File: src/rtl/pgperm_pkg.sv
package pgperm_pkg;

    typedef enum logic [1:0] {
        ACC_FETCH = 2'd0,
        ACC_LOAD  = 2'd1,
        ACC_STORE = 2'd2,
        ACC_RSVD  = 2'd3
    } acc_e;

    typedef enum logic [2:0] {
        ST_IDLE,
        ST_EVAL,
        ST_WR_REF,
        ST_WR_CHG,
        ST_DONE
    } state_e;

    // permission vector bit positions
    localparam int P_R = 2;
    localparam int P_W = 1;
    localparam int P_X = 0;

    // entry low-half bit positions
    localparam int ENT_N_BIT = 2;
    localparam int ENT_G_BIT = 3;
    localparam int ENT_C_BIT = 7;
    localparam int ENT_R_BIT = 8;

    // byte offsets of the usage-bit updates relative to idx*16
    localparam logic [4:0] REF_OFS = 5'd16;
    localparam logic [4:0] CHG_OFS = 5'd15;

    typedef struct packed {
        logic        priv;
        acc_e        acc;
        logic        kp;
        logic        ks;
        logic        pp_hi;
        logic [15:0] ent;
    } req_s;

endpackage

File: src/rtl/pgperm_code_table.sv
module pgperm_code_table
    import pgperm_pkg::*;
(
    input  logic       key,
    input  logic [2:0] code,
    output logic [2:0] perm
);

    always_comb begin
        perm = 3'b000;
        if (!key) begin
            unique case (code)
                3'd0, 3'd1, 3'd2: perm = 3'b111;
                3'd3, 3'd6:       perm = 3'b101;
                default:          perm = 3'b000;
            endcase
        end else begin
            unique case (code)
                3'd2:       perm = 3'b111;
                3'd1, 3'd3: perm = 3'b101;
                default:    perm = 3'b000;
            endcase
        end
    end

    // write is never granted without read by the table
    always_comb begin
        AST_CODE_W_HAS_R: assert (!(perm[P_W] && !perm[P_R]));
    end

endmodule

File: src/rtl/pgperm_key_mask.sv
module pgperm_key_mask
    import pgperm_pkg::*;
#(
    parameter int NKEYS = 32,
    localparam int KEY_W = (NKEYS > 1) ? $clog2(NKEYS) : 1,
    localparam int MASK_W = 2 * NKEYS
) (
    input  logic [KEY_W-1:0]  key,
    input  logic              amr_en,
    input  logic              iamr_en,
    input  logic [MASK_W-1:0] amr,
    input  logic [MASK_W-1:0] iamr,
    output logic [2:0]        perm
);

    logic [1:0] dfield [NKEYS];
    logic [1:0] ifield [NKEYS];

    // key 0 lives in the most significant field
    for (genvar k = 0; k < NKEYS; k++) begin : g_field
        assign dfield[k] = amr[2*(NKEYS-1-k) +: 2];
        assign ifield[k] = iamr[2*(NKEYS-1-k) +: 2];
    end

    logic [1:0] dsel;
    logic [1:0] isel;
    assign dsel = dfield[key];
    assign isel = ifield[key];

    always_comb begin
        perm = 3'b111;
        if (amr_en) begin
            if (dsel[1]) perm[P_W] = 1'b0;
            if (dsel[0]) perm[P_R] = 1'b0;
            if (iamr_en && isel[0]) perm[P_X] = 1'b0;
        end
    end

endmodule

File: src/rtl/pgperm_fault_eval.sv
module pgperm_fault_eval
    import pgperm_pkg::*;
(
    input  acc_e       acc,
    input  logic [2:0] code_perm,
    input  logic [2:0] nxg_perm,
    input  logic [2:0] mask_perm,
    output logic [2:0] perm,
    output logic       fault,
    output logic [2:0] fetch_cause,
    output logic [2:0] data_cause
);

    logic [2:0] need;
    logic       code_lack;
    logic       mask_lack;
    logic       nxg_lack;

    always_comb begin
        unique case (acc)
            ACC_FETCH: need = 3'b001;
            ACC_STORE: need = 3'b010;
            default:   need = 3'b100;
        endcase
    end

    assign perm      = code_perm & nxg_perm & mask_perm;
    assign fault     = ~|(perm & need);
    assign code_lack = ~|(code_perm & need);
    assign mask_lack = ~|(mask_perm & need);
    assign nxg_lack  = ~nxg_perm[P_X];

    always_comb begin
        fetch_cause = 3'b000;
        data_cause  = 3'b000;
        if (fault) begin
            if (acc == ACC_FETCH) begin
                fetch_cause[0] = nxg_lack;
                fetch_cause[1] = !nxg_lack && code_lack;
                fetch_cause[2] = mask_lack;
            end else begin
                data_cause[0] = code_lack;
                data_cause[1] = (acc == ACC_STORE);
                data_cause[2] = mask_lack;
            end
        end
    end

endmodule

File: src/rtl/pgperm_eval.sv
module pgperm_eval
    import pgperm_pkg::*;
#(
    parameter int NKEYS = 32,
    parameter int IDX_W = 16,
    localparam int KEY_W = (NKEYS > 1) ? $clog2(NKEYS) : 1,
    localparam int MASK_W = 2 * NKEYS,
    localparam int ADDR_W = IDX_W + 5
) (
    input  logic              clk,
    input  logic              rst_n,
    input  logic              req_valid,
    output logic              req_ready,
    input  logic              req_priv,
    input  logic [1:0]        req_acc,
    input  logic              req_seg_kp,
    input  logic              req_seg_ks,
    input  logic              req_pp_hi,
    input  logic [15:0]       req_ent_low,
    input  logic [KEY_W-1:0]  req_key,
    input  logic [IDX_W-1:0]  req_idx,
    input  logic              amr_en,
    input  logic              iamr_en,
    input  logic [MASK_W-1:0] amr,
    input  logic [MASK_W-1:0] iamr,
    output logic              res_valid,
    output logic [2:0]        res_perm,
    output logic              res_fault,
    output logic [2:0]        res_fetch_cause,
    output logic [2:0]        res_data_cause,
    output logic              wr_valid,
    output logic [ADDR_W-1:0] wr_addr,
    output logic [7:0]        wr_data,
    input  logic              wr_ack
);

    state_e state_q, state_d;

    req_s             req_q;
    logic [IDX_W-1:0] idx_q;
    logic [2:0]       mperm_q;

    logic       accept;
    logic [2:0] mperm_live;

    assign accept = req_valid && (state_q == ST_IDLE);

    // mask decision is taken from the live masks at acceptance
    pgperm_key_mask #(.NKEYS(NKEYS)) i_mask (
        .key     (req_key),
        .amr_en  (amr_en),
        .iamr_en (iamr_en),
        .amr     (amr),
        .iamr    (iamr),
        .perm    (mperm_live)
    );

    // evaluation on the registered request
    logic       key_sel;
    logic [2:0] code_perm;
    logic [2:0] nxg_perm;
    logic [2:0] ev_perm;
    logic       ev_fault;
    logic [2:0] ev_fcause;
    logic [2:0] ev_dcause;

    assign key_sel  = req_q.priv ? req_q.ks : req_q.kp;
    assign nxg_perm = (req_q.ent[ENT_N_BIT] || req_q.ent[ENT_G_BIT]) ? 3'b110 : 3'b111;

    pgperm_code_table i_code (
        .key  (key_sel),
        .code ({req_q.pp_hi, req_q.ent[1:0]}),
        .perm (code_perm)
    );

    pgperm_fault_eval i_fault (
        .acc         (req_q.acc),
        .code_perm   (code_perm),
        .nxg_perm    (nxg_perm),
        .mask_perm   (mperm_q),
        .perm        (ev_perm),
        .fault       (ev_fault),
        .fetch_cause (ev_fcause),
        .data_cause  (ev_dcause)
    );

    logic is_store;
    logic ref_clr;
    logic chg_clr;
    assign is_store = (req_q.acc == ACC_STORE);
    assign ref_clr  = !req_q.ent[ENT_R_BIT];
    assign chg_clr  = !req_q.ent[ENT_C_BIT];

    // state register
    always_ff @(posedge clk or negedge rst_n) begin
        if (!rst_n) state_q <= ST_IDLE;
        else        state_q <= state_d;
    end

    // next state
    always_comb begin
        state_d = state_q;
        unique case (state_q)
            ST_IDLE: begin
                if (accept) state_d = ST_EVAL;
            end
            ST_EVAL: begin
                if (ev_fault)                  state_d = ST_DONE;
                else if (ref_clr)              state_d = ST_WR_REF;
                else if (is_store && chg_clr)  state_d = ST_WR_CHG;
                else                           state_d = ST_DONE;
            end
            ST_WR_REF: begin
                if (wr_ack) state_d = (is_store && chg_clr) ? ST_WR_CHG : ST_DONE;
            end
            ST_WR_CHG: begin
                if (wr_ack) state_d = ST_DONE;
            end
            ST_DONE: state_d = ST_IDLE;
            default: state_d = ST_IDLE;
        endcase
    end

    // request and result registers
    always_ff @(posedge clk or negedge rst_n) begin
        if (!rst_n) begin
            req_q           <= '0;
            idx_q           <= '0;
            mperm_q         <= '0;
            res_perm        <= '0;
            res_fault       <= 1'b0;
            res_fetch_cause <= '0;
            res_data_cause  <= '0;
        end else begin
            if (accept) begin
                req_q.priv  <= req_priv;
                req_q.acc   <= acc_e'(req_acc);
                req_q.kp    <= req_seg_kp;
                req_q.ks    <= req_seg_ks;
                req_q.pp_hi <= req_pp_hi;
                req_q.ent   <= req_ent_low;
                idx_q       <= req_idx;
                mperm_q     <= mperm_live;
            end
            if (state_q == ST_EVAL) begin
                res_fault       <= ev_fault;
                res_fetch_cause <= ev_fcause;
                res_data_cause  <= ev_dcause;
                if (!ev_fault && !is_store && chg_clr)
                    res_perm <= ev_perm & ~(3'b1 << P_W);
                else
                    res_perm <= ev_perm;
            end
        end
    end

    // outputs
    logic [ADDR_W-1:0] base_addr;
    assign base_addr = {1'b0, idx_q, 4'b0000};

    always_comb begin
        req_ready = 1'b0;
        res_valid = 1'b0;
        wr_valid  = 1'b0;
        wr_addr   = base_addr;
        wr_data   = 8'h00;
        unique case (state_q)
            ST_IDLE:   req_ready = 1'b1;
            ST_EVAL:   ;
            ST_WR_REF: begin
                wr_valid = 1'b1;
                wr_addr  = base_addr + ADDR_W'(REF_OFS);
                wr_data  = req_q.ent[15:8] | 8'h01;
            end
            ST_WR_CHG: begin
                wr_valid = 1'b1;
                wr_addr  = base_addr + ADDR_W'(CHG_OFS);
                wr_data  = req_q.ent[7:0] | 8'h80;
            end
            ST_DONE:   res_valid = 1'b1;
            default:   ;
        endcase
    end

    AST_RES_PULSE: assert property (@(posedge clk) disable iff (!rst_n)
        res_valid |=> !res_valid);

    AST_READY_NOT_BUSY: assert property (@(posedge clk) disable iff (!rst_n)
        (req_ready && req_valid) |=> !req_ready);

    AST_WR_HOLD: assert property (@(posedge clk) disable iff (!rst_n)
        (wr_valid && !wr_ack) |=> (wr_valid && $stable(wr_addr) && $stable(wr_data)));

    AST_NO_WR_ON_FAULT: assert property (@(posedge clk) disable iff (!rst_n)
        wr_valid |-> !res_fault);

    AST_CHG_STORE_ONLY: assert property (@(posedge clk) disable iff (!rst_n)
        (wr_valid && wr_addr[3:0] == 4'hF) |-> (req_q.acc == ACC_STORE));

    AST_FAULT_HAS_CAUSE: assert property (@(posedge clk) disable iff (!rst_n)
        (res_valid && res_fault) |-> (res_fetch_cause != 3'b000 || res_data_cause != 3'b000));

    AST_STORE_GRANT_W: assert property (@(posedge clk) disable iff (!rst_n)
        (res_valid && !res_fault && req_q.acc == ACC_STORE) |-> res_perm[P_W]);

    AST_NONSTORE_CHG: assert property (@(posedge clk) disable iff (!rst_n)
        (res_valid && !res_fault && req_q.acc != ACC_STORE && !req_q.ent[ENT_C_BIT])
        |-> !res_perm[P_W]);

endmodule

File: config.mk
export PLATFORM = sky130hd
export DESIGN_NAME = pgperm_eval
export DESIGN_NICKNAME = d
export VERILOG_FILES = /design/src/rtl/pgperm_pkg.sv /design/src/rtl/pgperm_code_table.sv /design/src/rtl/pgperm_key_mask.sv /design/src/rtl/pgperm_fault_eval.sv /design/src/rtl/pgperm_eval.sv
export SDC_FILE = /design/constraint.sdc
export NUM_CORES = 1
export LEC_CHECK = 0
export ABC_AREA = 1
export BUFFER_PORTS_ARGS = -buffer_cell sky130_fd_sc_hd__buf_4
export CAP_MARGIN = 5
export CORE_MARGIN = 2
export CORE_UTILIZATION = 46
export DETAILED_ROUTE_END_ITERATION = 10
export PLACE_DENSITY = 0.82
export SLEW_MARGIN = 20
export SYNTH_ARGS = -nofsm -noshare
export SYNTH_HDL_FRONTEND = slang
export SYNTH_HIERARCHICAL = 1
export SYNTH_SLANG_ARGS = --single-unit
File: constraint.sdc
create_clock -name clk -period 2.3 [get_ports clk]
set_input_delay 0.345 -clock clk [delete_from_list [all_inputs] [get_ports clk]]
set_output_delay 0.345 -clock clk [all_outputs]
set_load 0.05 [all_outputs]
==> flow_metrics.env <==
export IMPL_status="completed"
export IMPL_grt_use_total_pct=25.4
export IMPL_syn_area_um2=3990
export IMPL_synth_avg_cell_area_um2=6.37
export IMPL_dpl_instance_area_um2=5370
export IMPL_area_growth_pct=37.3
export IMPL_yosysUniqueCellTypes=34
export IMPL_crit_fanout=10
export IMPL_grt_overflow=0
export IMPL_drive_above_1_share_pct=28.3
export IMPL_start_util_pct=48.0
export IMPL_dieHeight_um=97.1
export IMPL_netSwitchingPower_uw=2830
export IMPL_finalSetupViolations=0
export IMPL_cts_tree="yes"
export IMPL_drcViolationCount=0
export IMPL_worst_path_buf_inv=3
export IMPL_worst_hold_path_type="in -> async"
export IMPL_mostFrequentLayoutCells="nand2_1, buf_4, nand3_1"
export IMPL_wl_per_cell_um=13.3
export IMPL_synthArstFlopShare_pct=100
export IMPL_end_kind="primary output"
export IMPL_final_cell_area_um2=5470
export IMPL_finalHoldViolCount=0
export IMPL_cp_top_family="buffers and inverters"
export IMPL_gp_congestion=0.974
export IMPL_cts_setup_buffers=0
export IMPL_cts_buffers=5
export IMPL_rsz0062_at_grt="no"
export IMPL_yosys_warnings=6
export IMPL_crit_type="reg -> out"
export IMPL_n_fill_cell=761
export IMPL_die_w_um=97.1
export IMPL_final_nets=969
export IMPL_ys_flop_type="dfrtp_1"
export IMPL_clk_path_buf_depth=2
export IMPL_ys_seq_elements=54
export IMPL_cp_slowest_cell="dfrtp_1"
export IMPL_max_stage_delay_ns=0.42
export IMPL_fp_dieArea_um2=9420
export IMPL_swShare_pct=51.9
export IMPL_drtAntennaViolNets=0
export IMPL_grt_max_degree=55
export IMPL_antenna_found_initial=0
export IMPL_n_antenna_cell=0
export IMPL_drv_slew=0
export IMPL_tns_ns=0
export IMPL_holdBufCountCts=0
export IMPL_worstSetupStartpointType="register"
export IMPL_worstPathRequired_ns=1.96
export IMPL_comb_power_share_pct=56.5
export IMPL_fin_util_pct=65.9
export IMPL_power_density_nw_per_um2=995
export IMPL_vias_per_cell=5.10
export IMPL_dp_hpwl_mm=9.47
export IMPL_numPortBuffers=186
export IMPL_total_power_uw=5440
export IMPL_clkTransAtPathRegs_ns=0.10
export IMPL_p_seq_share_pct=33.0
export IMPL_fmax_mhz=464
export IMPL_grt_pass1_wl_mm=20.1
export IMPL_dr_pass1_iters=5
export IMPL_tightest_slew_ns=0.677
export IMPL_cts_root_buffer="clkbuf_8"
export IMPL_maxSlewHeadroom_pct=54.8
export IMPL_drv_cap=0
export IMPL_clock_latency_ns=0.31
export IMPL_vias=4572
export IMPL_synth_cells=626
export IMPL_ys_seq_area_share_pct=33.9
export IMPL_final_common_cell="nand2_1"
export IMPL_skew_ns=0.00991
export IMPL_cts_sinks=54
export IMPL_grt_pass1_vias=4446
export IMPL_p_leak_uw=0.00309
export IMPL_path_cells="inv_1 > nand3_4 > inv_6 > nand2_4 > nor2_4 > xor2_1 > buf_4"
export IMPL_ir_drop_mv=0.473
export IMPL_core_area_um2=8300
export IMPL_internal_power_uw=2620
export IMPL_arrival_ns=1.81
export IMPL_synth_edff_count=0
export IMPL_period_share_pct=93.7
export IMPL_wirelength_mm=12.0
export IMPL_p_clk_share_pct=10.5
export IMPL_io_pins=219
export IMPL_rows=33
export IMPL_drt_iter0_markers=220
export IMPL_htreeDepth=2
export IMPL_min_period_ns=2.15
-- state kept, by name, indices dropped and copies added, names as in the netlist --
register	cells
req_q	22
idx_q	16
mperm_q	3
res_data_cause	3
res_fetch_cause	3
res_perm	3
state_q	3
res_fault	1
-- through the flow --
| step | instances | worst slack, ns | hold WS [ns] |
|---|---|---|---|
| after global placement | 889 | 0.486 | 0.425 |
| after floorplan | 628 | 0.192 | 0.0494 |
| after detailed placement | 889 | 0.409 | 0.435 |
| after CTS | 897 | 0.0527 | 0.0858 |
| after global routing | 897 | 0.0275 | 0.102 |
| final | 897 | 0.145 | 0.0579 |
-- worst register-to-register path: cells and delay by family (launching register included) --
kind            cells  cell delay (ns)
flops               1             0.41
buf+inv             1             0.09
simple gates       12             1.03
compound gates      2             0.33
-- per-layer routing --
layer  global-route usage [%]  vias up  share of wire, %
met3                     4.96       22               7.3
met1                     31.1     2057                40
met4                     6.39        0               2.0
met5                        0        -                 0
met2                     45.6      185                50
li1                         -     2308                 -
-- synthesized netlist by cell type, types with 5 or more instances --
cell | count | share of area, %
a21oi_1 | 11 | 1.4
a22o_1 | 6 | 1.3
buf_2 | 18 | 2.3
buf_4 | 9 | 1.7
clkbuf_1 | 5 | 0.47
dfrtp_1 | 54 | 34
inv_1 | 36 | 3.4
nand2_1 | 274 | 26
nand3_1 | 124 | 16
nand4_1 | 6 | 0.94
nor2_1 | 34 | 3.2
nor2_2 | 6 | 0.94
xor2_1 | 5 | 1.1
-- power groups by stage --
stage / clock network (uW) / registers [uW] / logic, uW
after floorplan: 0 / 1940 / 2040
after CTS: 589 / 1790 / 3100
after detailed placement: 0 / 1810 / 3090
after global placement: 0 / 1780 / 3020
after global routing: 626 / 1860 / 3380
final: 570 / 1800 / 3080
-- path summary, 6_finish.rpt --
kind	from	to	slack, ns	cells after the start
worst min register to register	res_perm[2]	res_perm[2]	0.49	2
worst min-delay path	rst_n	idx_q[15]	0.06	1
worst max register to register	req_q[21]	state_q[0]	0.39	15
min in group clk	req_ent_low[13]	req_q[13]	0.25	3
max in group asynchronous	rst_n	req_q[14]	1.79	1
worst max-delay path	state_q[2]	wr_addr[14]	0.15	7
-- kinds of logic after synthesis --
kind of cell / synth area share (%)
other cells: 0.0941
compound gates: 3.58
buf+inv: 9.07
flops: 33.9
xor+xnor: 2.39
fa+ha+maj: 0.314
simple gates: 50.6
-- timing repair --
| action | CTS | global route |
|---|---|---|
| gates resized for setup | 0 | 1 |
| endpoints found under the hold margin | 0 | 0 |
| endpoints found under the setup margin | 0 | 6 |
-- final cells by class --
| cell class | count | area [um^2] | share of cell area, % |
|---|---|---|---|
| clock buffers | 5 | 68.8 | 1.26 |
| clock inverters | 3 | 28.8 | 0.526 |
| multi-input cells | 498 | 2280 | 41.8 |
| repair buffers | 191 | 1450 | 26.4 |
| inverters | 41 | 159 | 2.90 |
| flip-flops and latches | 54 | 1350 | 24.7 |
| well taps | 105 | 131 | 2.40 |
Note: power is estimated with default switching activity, not from simulation.
